--- src/rtl/split_fifo_pkg.sv ---
package split_fifo_pkg;

  typedef struct packed {
    logic       keep7;
    logic [1:0] split;
    logic       keep4;
    logic [1:0] thr0;
    logic [1:0] thr1;
  } cfg_t;

  // Threshold in words: share * (4 - code) / 4, floor, at least 1.
  function automatic int unsigned thr_words(int unsigned share, logic [1:0] code);
    int unsigned t;
    t = (share * (32'd4 - 32'(code))) / 32'd4;
    if (t == 0) t = 1;
    return t;
  endfunction

  function automatic cfg_t dflt_cfg(cfg_t cur, logic [1:0] en);
    cfg_t d;
    d      = cur;
    d.thr0 = 2'b01;
    d.thr1 = 2'b01;
    case (en)
      2'b01:   d.split = 2'b00;
      2'b10:   d.split = 2'b11;
      default: d.split = 2'b01;
    endcase
    return d;
  endfunction

endpackage

--- src/rtl/split_fifo_cfg.sv ---
module split_fifo_cfg
  import split_fifo_pkg::*;
#(
  parameter int DEPTH = 16,
  parameter int LW    = $clog2(DEPTH + 1)
) (
  input  logic          clk,
  input  logic          rst_n,
  input  logic [1:0]    ch_en,
  input  logic          cfg_valid,
  input  logic          cfg_dflt,
  input  logic [7:0]    cfg_byte,
  input  logic          both_empty,
  output logic          cfg_ready,
  output logic          apply,
  output cfg_t          cfg_q,
  output logic [LW-1:0] share0,
  output logic [LW-1:0] share1,
  output logic [LW-1:0] thr0,
  output logic [LW-1:0] thr1
);

  cfg_t nxt;

  assign cfg_ready = both_empty;
  assign apply     = cfg_valid & both_empty;
  assign nxt       = cfg_dflt ? dflt_cfg(cfg_q, ch_en) : cfg_t'(cfg_byte);

  always_ff @(posedge clk) begin
    if (!rst_n)     cfg_q <= dflt_cfg('0, ch_en);
    else if (apply) cfg_q <= nxt;
  end

  always_comb begin
    case (cfg_q.split)
      2'b00:   share0 = LW'(DEPTH);
      2'b11:   share0 = '0;
      default: share0 = LW'(DEPTH / 2);
    endcase
    share1 = LW'(DEPTH) - share0;
    thr0   = LW'(thr_words(32'(share0), cfg_q.thr0));
    thr1   = LW'(thr_words(32'(share1), cfg_q.thr1));
  end

  // the configuration stays put unless a request is taken
  a_r6_hold_when_idle: assert property (@(posedge clk) disable iff (!rst_n)
    !apply |=> $stable(cfg_q));

endmodule

--- src/rtl/split_fifo_part.sv ---
module split_fifo_part #(
  parameter int DEPTH        = 16,
  parameter int SECTOR_WORDS = 128,
  parameter int LW           = $clog2(DEPTH + 1),
  parameter int AW           = $clog2(DEPTH),
  parameter int SW           = $clog2(SECTOR_WORDS)
) (
  input  logic          clk,
  input  logic          rst_n,
  input  logic          clr,
  input  logic [LW-1:0] share,
  input  logic [LW-1:0] thr,
  input  logic          push,
  input  logic          pop,
  input  logic          flush_in,
  input  logic          irq,
  input  logic          irq_en,
  input  logic          sec_en,
  output logic          wr_ready,
  output logic          rd_valid,
  output logic [LW-1:0] level,
  output logic [AW-1:0] wptr,
  output logic [AW-1:0] rptr,
  output logic          do_push,
  output logic          dma_req,
  output logic          dma_off,
  output logic          ovf,
  output logic          udf
);

  logic          full, empty, do_pop, flush_now, sec_hit;
  logic [SW-1:0] sec_cnt;

  function automatic logic [AW-1:0] adv(logic [AW-1:0] p, logic [LW-1:0] lim);
    return (LW'(p) + LW'(1) == lim) ? '0 : p + AW'(1);
  endfunction

  assign full      = (level == share);
  assign empty     = (level == '0);
  assign wr_ready  = !full;
  assign rd_valid  = !empty;
  assign do_push   = push & !full;
  assign do_pop    = pop & !empty;
  assign dma_off   = (share == '0);
  assign dma_req   = !dma_off && (level >= thr);
  assign flush_now = flush_in | (irq & irq_en) | (sec_hit & sec_en);

  always_ff @(posedge clk) begin
    if (!rst_n || clr) begin
      level   <= '0;
      wptr    <= '0;
      rptr    <= '0;
      ovf     <= 1'b0;
      udf     <= 1'b0;
      sec_cnt <= '0;
      sec_hit <= 1'b0;
    end else if (flush_now) begin
      level   <= '0;
      wptr    <= '0;
      rptr    <= '0;
      sec_hit <= 1'b0;
    end else begin
      if (do_push) wptr <= adv(wptr, share);
      if (do_pop)  rptr <= adv(rptr, share);
      level   <= level + LW'(do_push) - LW'(do_pop);
      ovf     <= ovf | (push & full);
      udf     <= udf | (pop & empty);
      sec_hit <= do_push && (sec_cnt == SW'(SECTOR_WORDS - 1));
      if (do_push) sec_cnt <= (sec_cnt == SW'(SECTOR_WORDS - 1)) ? '0 : sec_cnt + SW'(1);
    end
  end

  a_r1_level_bound: assert property (@(posedge clk) disable iff (!rst_n)
    level <= share);

  a_r10_flush_empties: assert property (@(posedge clk) disable iff (!rst_n)
    flush_in |=> (level == '0));

  a_r9_udf_sticky: assert property (@(posedge clk) disable iff (!rst_n)
    udf && !clr |=> udf);

  a_r8_drop_sets_ovf: assert property (@(posedge clk) disable iff (!rst_n)
    push && full && !clr && !flush_now |=> ovf);

endmodule

--- src/rtl/split_fifo_store.sv ---
module split_fifo_store #(
  parameter int DEPTH = 16,
  parameter int W     = 32,
  parameter int AW    = $clog2(DEPTH)
) (
  input  logic            clk,
  input  logic [1:0]      we,
  input  logic [2*AW-1:0] waddr,
  input  logic [2*W-1:0]  wdata,
  input  logic [2*AW-1:0] raddr,
  output logic [2*W-1:0]  rdata
);

  logic [W-1:0] mem [DEPTH];

  // The two partitions never overlap, so the two write ports never collide.
  always_ff @(posedge clk) begin
    for (int c = 0; c < 2; c++)
      if (we[c]) mem[waddr[c*AW +: AW]] <= wdata[c*W +: W];
  end

  for (genvar c = 0; c < 2; c++) begin : g_rd
    assign rdata[c*W +: W] = mem[raddr[c*AW +: AW]];
  end

endmodule

--- src/rtl/split_fifo_dual.sv ---
module split_fifo_dual
  import split_fifo_pkg::*;
#(
  parameter int DEPTH        = 16,
  parameter int DATA_W       = 32,
  parameter int SECTOR_WORDS = 128,
  parameter int LW           = $clog2(DEPTH + 1)
) (
  input  logic            clk,
  input  logic            rst_n,
  input  logic [1:0]      ch_en,
  input  logic            cfg_valid,
  input  logic            cfg_dflt,
  input  logic [7:0]      cfg_byte,
  output logic            cfg_ready,
  output logic [7:0]      cfg_q,
  input  logic [1:0]      wr_valid,
  input  logic [2*DATA_W-1:0] wr_data,
  output logic [1:0]      wr_ready,
  output logic [1:0]      rd_valid,
  input  logic [1:0]      rd_ready,
  output logic [2*DATA_W-1:0] rd_data,
  output logic [2*LW-1:0] level,
  output logic [1:0]      dma_req,
  output logic [1:0]      dma_off,
  input  logic [1:0]      flush,
  input  logic [1:0]      irq,
  input  logic [1:0]      irq_flush_en,
  input  logic [1:0]      sec_flush_en,
  output logic [1:0]      ovf,
  output logic [1:0]      udf
);

  localparam int AW = $clog2(DEPTH);

  cfg_t          cfg_s;
  logic          apply, both_empty;
  logic [LW-1:0] share [2];
  logic [LW-1:0] thr   [2];
  logic [LW-1:0] lvl   [2];
  logic [AW-1:0] wptr  [2];
  logic [AW-1:0] rptr  [2];
  logic [AW-1:0] base  [2];
  logic [1:0]    we;
  logic [2*AW-1:0]     waddr, raddr;
  logic [2*DATA_W-1:0] mem_q;

  assign both_empty = (lvl[0] == '0) && (lvl[1] == '0);
  assign cfg_q      = cfg_s;

  split_fifo_cfg #(.DEPTH(DEPTH), .LW(LW)) i_cfg (
    .clk(clk), .rst_n(rst_n), .ch_en(ch_en), .cfg_valid(cfg_valid),
    .cfg_dflt(cfg_dflt), .cfg_byte(cfg_byte), .both_empty(both_empty),
    .cfg_ready(cfg_ready), .apply(apply), .cfg_q(cfg_s),
    .share0(share[0]), .share1(share[1]), .thr0(thr[0]), .thr1(thr[1])
  );

  assign base[0] = '0;
  assign base[1] = AW'(share[0]);

  for (genvar c = 0; c < 2; c++) begin : g_ch
    split_fifo_part #(.DEPTH(DEPTH), .SECTOR_WORDS(SECTOR_WORDS), .LW(LW)) i_part (
      .clk(clk), .rst_n(rst_n), .clr(apply), .share(share[c]), .thr(thr[c]),
      .push(wr_valid[c]), .pop(rd_ready[c]), .flush_in(flush[c]), .irq(irq[c]),
      .irq_en(irq_flush_en[c]), .sec_en(sec_flush_en[c]),
      .wr_ready(wr_ready[c]), .rd_valid(rd_valid[c]), .level(lvl[c]),
      .wptr(wptr[c]), .rptr(rptr[c]), .do_push(we[c]), .dma_req(dma_req[c]),
      .dma_off(dma_off[c]), .ovf(ovf[c]), .udf(udf[c])
    );
    assign waddr[c*AW +: AW]     = base[c] + wptr[c];
    assign raddr[c*AW +: AW]     = base[c] + rptr[c];
    assign level[c*LW +: LW]     = lvl[c];
    assign rd_data[c*DATA_W +: DATA_W] = rd_valid[c] ? mem_q[c*DATA_W +: DATA_W] : '0;

    // a channel with no share accepts nothing and offers nothing
    a_r3_off_is_closed: assert property (@(posedge clk) disable iff (!rst_n)
      dma_off[c] |-> !wr_ready[c] && !rd_valid[c] && !dma_req[c]);
  end

  split_fifo_store #(.DEPTH(DEPTH), .W(DATA_W)) i_store (
    .clk(clk), .we(we), .waddr(waddr), .wdata(wr_data), .raddr(raddr), .rdata(mem_q)
  );

  // the configuration only moves while both partitions were empty
  a_r6_change_only_empty: assert property (@(posedge clk) disable iff (!rst_n)
    !$stable(cfg_q) |-> ($past(level) == '0));

endmodule

--- config.mk ---
export PLATFORM = sky130hd
export DESIGN_NAME = split_fifo_dual
export DESIGN_NICKNAME = d
export VERILOG_FILES = /design/src/rtl/split_fifo_pkg.sv /design/src/rtl/split_fifo_cfg.sv /design/src/rtl/split_fifo_part.sv /design/src/rtl/split_fifo_store.sv /design/src/rtl/split_fifo_dual.sv
export SDC_FILE = /design/constraint.sdc
export NUM_CORES = 1
export LEC_CHECK = 0
export CAP_MARGIN = 20
export CORE_AREA = 2 2 243 245
export CTS_CLUSTER_DIAMETER = 100
export DETAILED_ROUTE_END_ITERATION = 6
export DIE_AREA = 0 0 245 247
export PLACE_DENSITY = 0.83
export SLEW_MARGIN = 20
export SYNTH_ARGS = -nofsm -noshare
export SYNTH_HDL_FRONTEND = slang
export SYNTH_HIERARCHICAL = 1
export SYNTH_SLANG_ARGS = --single-unit
--- constraint.sdc ---
create_clock -name clk -period 7.3 [get_ports clk]
set_input_delay 1.095 -clock clk [delete_from_list [all_inputs] [get_ports clk]]
set_output_delay 1.095 -clock clk [all_outputs]
set_load 0.02 [all_outputs]
==> flow_summary.json <==
{
  "finalCriticalPeriod_ns": 6.16,
  "synth_ff_type": "edfxtp_1",
  "arrival_ns": 5.07,
  "maxSlewViolCount": 0,
  "drtAntennaViolNets": 0,
  "critPathKind": "reg2out",
  "critPathLaunch": "i_cfg/cfg_q[6]",
  "routed_wl_um": 99300,
  "cts_tree": "yes",
  "avgRoutedWirePerCell_um": 31.1,
  "whs_path_depth": 2,
  "numCtsBuffers": 58,
  "start_util_pct": 58.9,
  "startpoint_type": "flip-flop",
  "required_ns": 6.20,
  "grt_max_degree": 83,
  "crit_cells": 15,
  "synth.largest_area_cell": "edfxtp_1",
  "outcome": "complete, but fails checks",
  "synth.area.top_cells": "edfxtp_1 (45%), mux4_2 (17%), mux2_2 (14%)",
  "nets": 2510,
  "clkLatencyLatePin_ns": 0.63,
  "worst_path_dominant_cell_family": "adder cells",
  "cts_resized": 0,
  "drtIter0Drc": 3038,
  "powerDensity_mw_per_mm2": 201,
  "timing.rr.start": "i_cfg/cfg_q[6]",
  "ys_seq_area_share_pct": 48.0,
  "ir_worst_vdd_uv": 167,
  "worstPathCellList": "inv_1, ha_1, and2_1, ha_1, ha_1, fa_1, or4_4, a311oi_2, ha_1, nand2b_1, a21oi_1, nor2b_1, o21ai_0, a21oi_1, clkdlybuf4s50_1",
  "num_vias": 22700,
  "syn_avg_cell_area_sq_um": 14.9,
  "overflow": 0,
  "synth_top_area_share_pct": 45.0,
  "drv_cap": 0,
  "grt_pass1_wl_um": 146000,
  "r2r_cells": 11,
  "io_buffers": 184,
  "gp_congestion": 0.854,
  "fp.dieW_um": 245,
  "first_pass_iters": 7,
  "layout-drive-gt1-share_pct": 39.4,
  "p_leak_nw": 12.7,
  "die-area_sq_mm": 0.0605,
  "coreArea_sq_mm": 0.0582,
  "violations": "DRC",
  "syn_inst": 2303,
  "dp.cells": 3081,
  "path_max_fanout": 18,
  "yosys_register_bits": 566,
  "yosys_warnings": 6,
  "cts_setup_buffers": 0,
  "cts.htree.levels": 2,
  "crit_path_end_kind": "output pin",
  "timing.critical_path.mode_cell": "ha_1",
  "root_buffer": "clkbuf_16",
  "ys_types": 72,
  "clk_pin_slew_ns": 0.06,
  "worst_hold_slack_ns": 0.460,
  "io_pins": 185,
  "critical-path-max-stage-delay_ns": 0.76,
  "crit_buf_inv": 2,
  "post-route-period-util_pct": 84.4,
  "viasPerCell": 7.11,
  "cp_slowest_cell": "ha_1",
  "die_y_um": 247,
  "cts_hold_buf": 0,
  "worstHoldStart": "g_ch[0].i_part/udf",
  "rsz0062_at_grt": "no",
  "num_rows": 89,
  "syn2layout_area_growth_pct": 12.3,
  "drc": 1,
  "hpwl_um": 54500,
  "final.setup_skew_ns": 0.0191,
  "tightest_slew_ns": 1.18,
  "fin_cells": 3191,
  "grt_use_total_pct": 32.9,
  "clock_path_buffers": 3,
  "syn_area_sq_mm": 0.0343,
  "clock_sinks": 566,
  "fin_setup_tns_ns": 0,
  "place_area_sq_mm": 0.0368,
  "max_freq_mhz": 162,
  "async_flop_share_pct": 0,
  "fin_area_sq_mm": 0.0385,
  "hold_viol_final": 0,
  "synth_edf_count": 514,
  "antenna_found_initial": 9,
  "finalSetupViolations": 0,
  "nFillCells": 3827,
  "relSlewSlack_pct": 21.4,
  "grt_pass1_vias": 23100,
  "hold_class": "reg2reg"
}
synth_stat cells, drive strengths merged (14+ instances only):
master / instances
nor2: 44
nand2b: 22
nand2: 108
buf: 97
o22ai: 14
and2: 83
mux2: 512
xnor2: 30
a21oi: 33
nor2b: 14
nand3: 27
dfxtp: 52
inv: 40
xor2: 21
o21ai: 19
clkbuf: 135
mux4: 256
edfxtp: 514
ha: 46
a22oi: 128
power breakdown:
group	internal, W	switching [W]	leakage [nW]
registers	0.00365	0.0000411	5.09
logic	0.000549	0.000674	6.72
clock network	0.00157	0.00125	0.854
total	0.00577	0.00196	12.7
sequential cells by signal, indices dropped and copies added, names as in the netlist:
| register | count |
|---|---|
| g_ch.i_part/level | 10 |
| g_ch.i_part/ovf | 2 |
| g_ch.i_part/rptr | 8 |
| g_ch.i_part/sec_cnt | 14 |
| g_ch.i_part/sec_hit | 2 |
| g_ch.i_part/udf | 2 |
| g_ch.i_part/wptr | 8 |
| i_cfg/cfg_q | 8 |
| i_store/mem | 512 |
worst register-to-register path, stage by stage, from the launching register on:
cell	delay [ns]
edfxtp_1	0.39
inv_1	0.06
ha_1	0.76
xor2_2	0.18
nor3_4	0.37
nand2_1	0.15
nand2_1	0.17
inv_2	0.14
nand3_1	0.53
nand2b_2	0.62
buf_4	0.55
mux2_2	0.42
worst paths after layout:
kind,slack (ns),end
min reg2reg,0.46,g_ch[0].i_part/udf
max reg2reg,2.71,i_store/mem[12][7]
max,1.14,dma_req[0]
min,0.46,g_ch[0].i_part/udf
cell usage in the layout (no fill, tap or decap), types with 30 or more instances in the layout:
cell type and n:
a21oi_1 32, a22oi_1 128, and2_1 79, buf_4 48, clkbuf_16 59, clkdlybuf4s50_1 184, dfxtp_1 50, edfxtp_1 514
ha_1 45, inv_1 39, mux2_2 440, mux2_4 58, mux4_2 256, nand2_1 105, nor2_1 32, xnor2_1 30
final cells by class:
type / instances / area, sq um / share of cell area [%]
Clock buffer: 73 / 1530 / 3.97
Timing Repair Buffer: 234 / 2240 / 5.82
Clock inverter: 33 / 225 / 0.584
Sequential cell: 566 / 16500 / 42.8
Tap cell: 773 / 967 / 2.51
Inverter: 40 / 150 / 0.390
Antenna cell: 4 / 10.0 / 0.0260
Multi-Input combinational cell: 1468 / 16900 / 43.9
cell families (layout without fill, tap and decap cells):
kind of cell             after synthesis  after routing  share of synthesized area [%]
adder cells (fa/ha/maj)               52             52                           2.03
buffers and inverters                274            380                           3.78
multiplexers                         771            771                           34.3
XOR/XNOR                              51             51                           1.32
flip-flops                           566            566                           48.0
AO/OA/AOI/OAI                        238            238                           5.04
AND/OR/NAND/NOR                      350            350                           5.50
other                                  1             10                         0.0109
per-layer routing:
layer / global-route usage, % / wire length (um) / share of wire [%] / vias to the layer above
met5: 0 / 62 / 0.062 / -
met4: 14.6 / 5050 / 5.1 / 10
met3: 7.47 / 11500 / 12 / 402
met2: 54.2 / 47800 / 48 / 1540
met1: 41.9 / 34900 / 35 / 11400
li1: - / - / - / 9292
through the flow:
stage | setup slack (ns) | util (%) | total power (W)
CTS | 1.14 | 66.1 | 0.00774
detailed placement | 1.82 | 63.1 | 0.00495
floorplan | 2.48 | - | 0.00455
global route | 0.836 | 66.2 | 0.00795
finish | 1.14 | 66.2 | 0.00774
global placement | 1.90 | 63.1 | 0.00490
(Power assumes the default switching activity.)
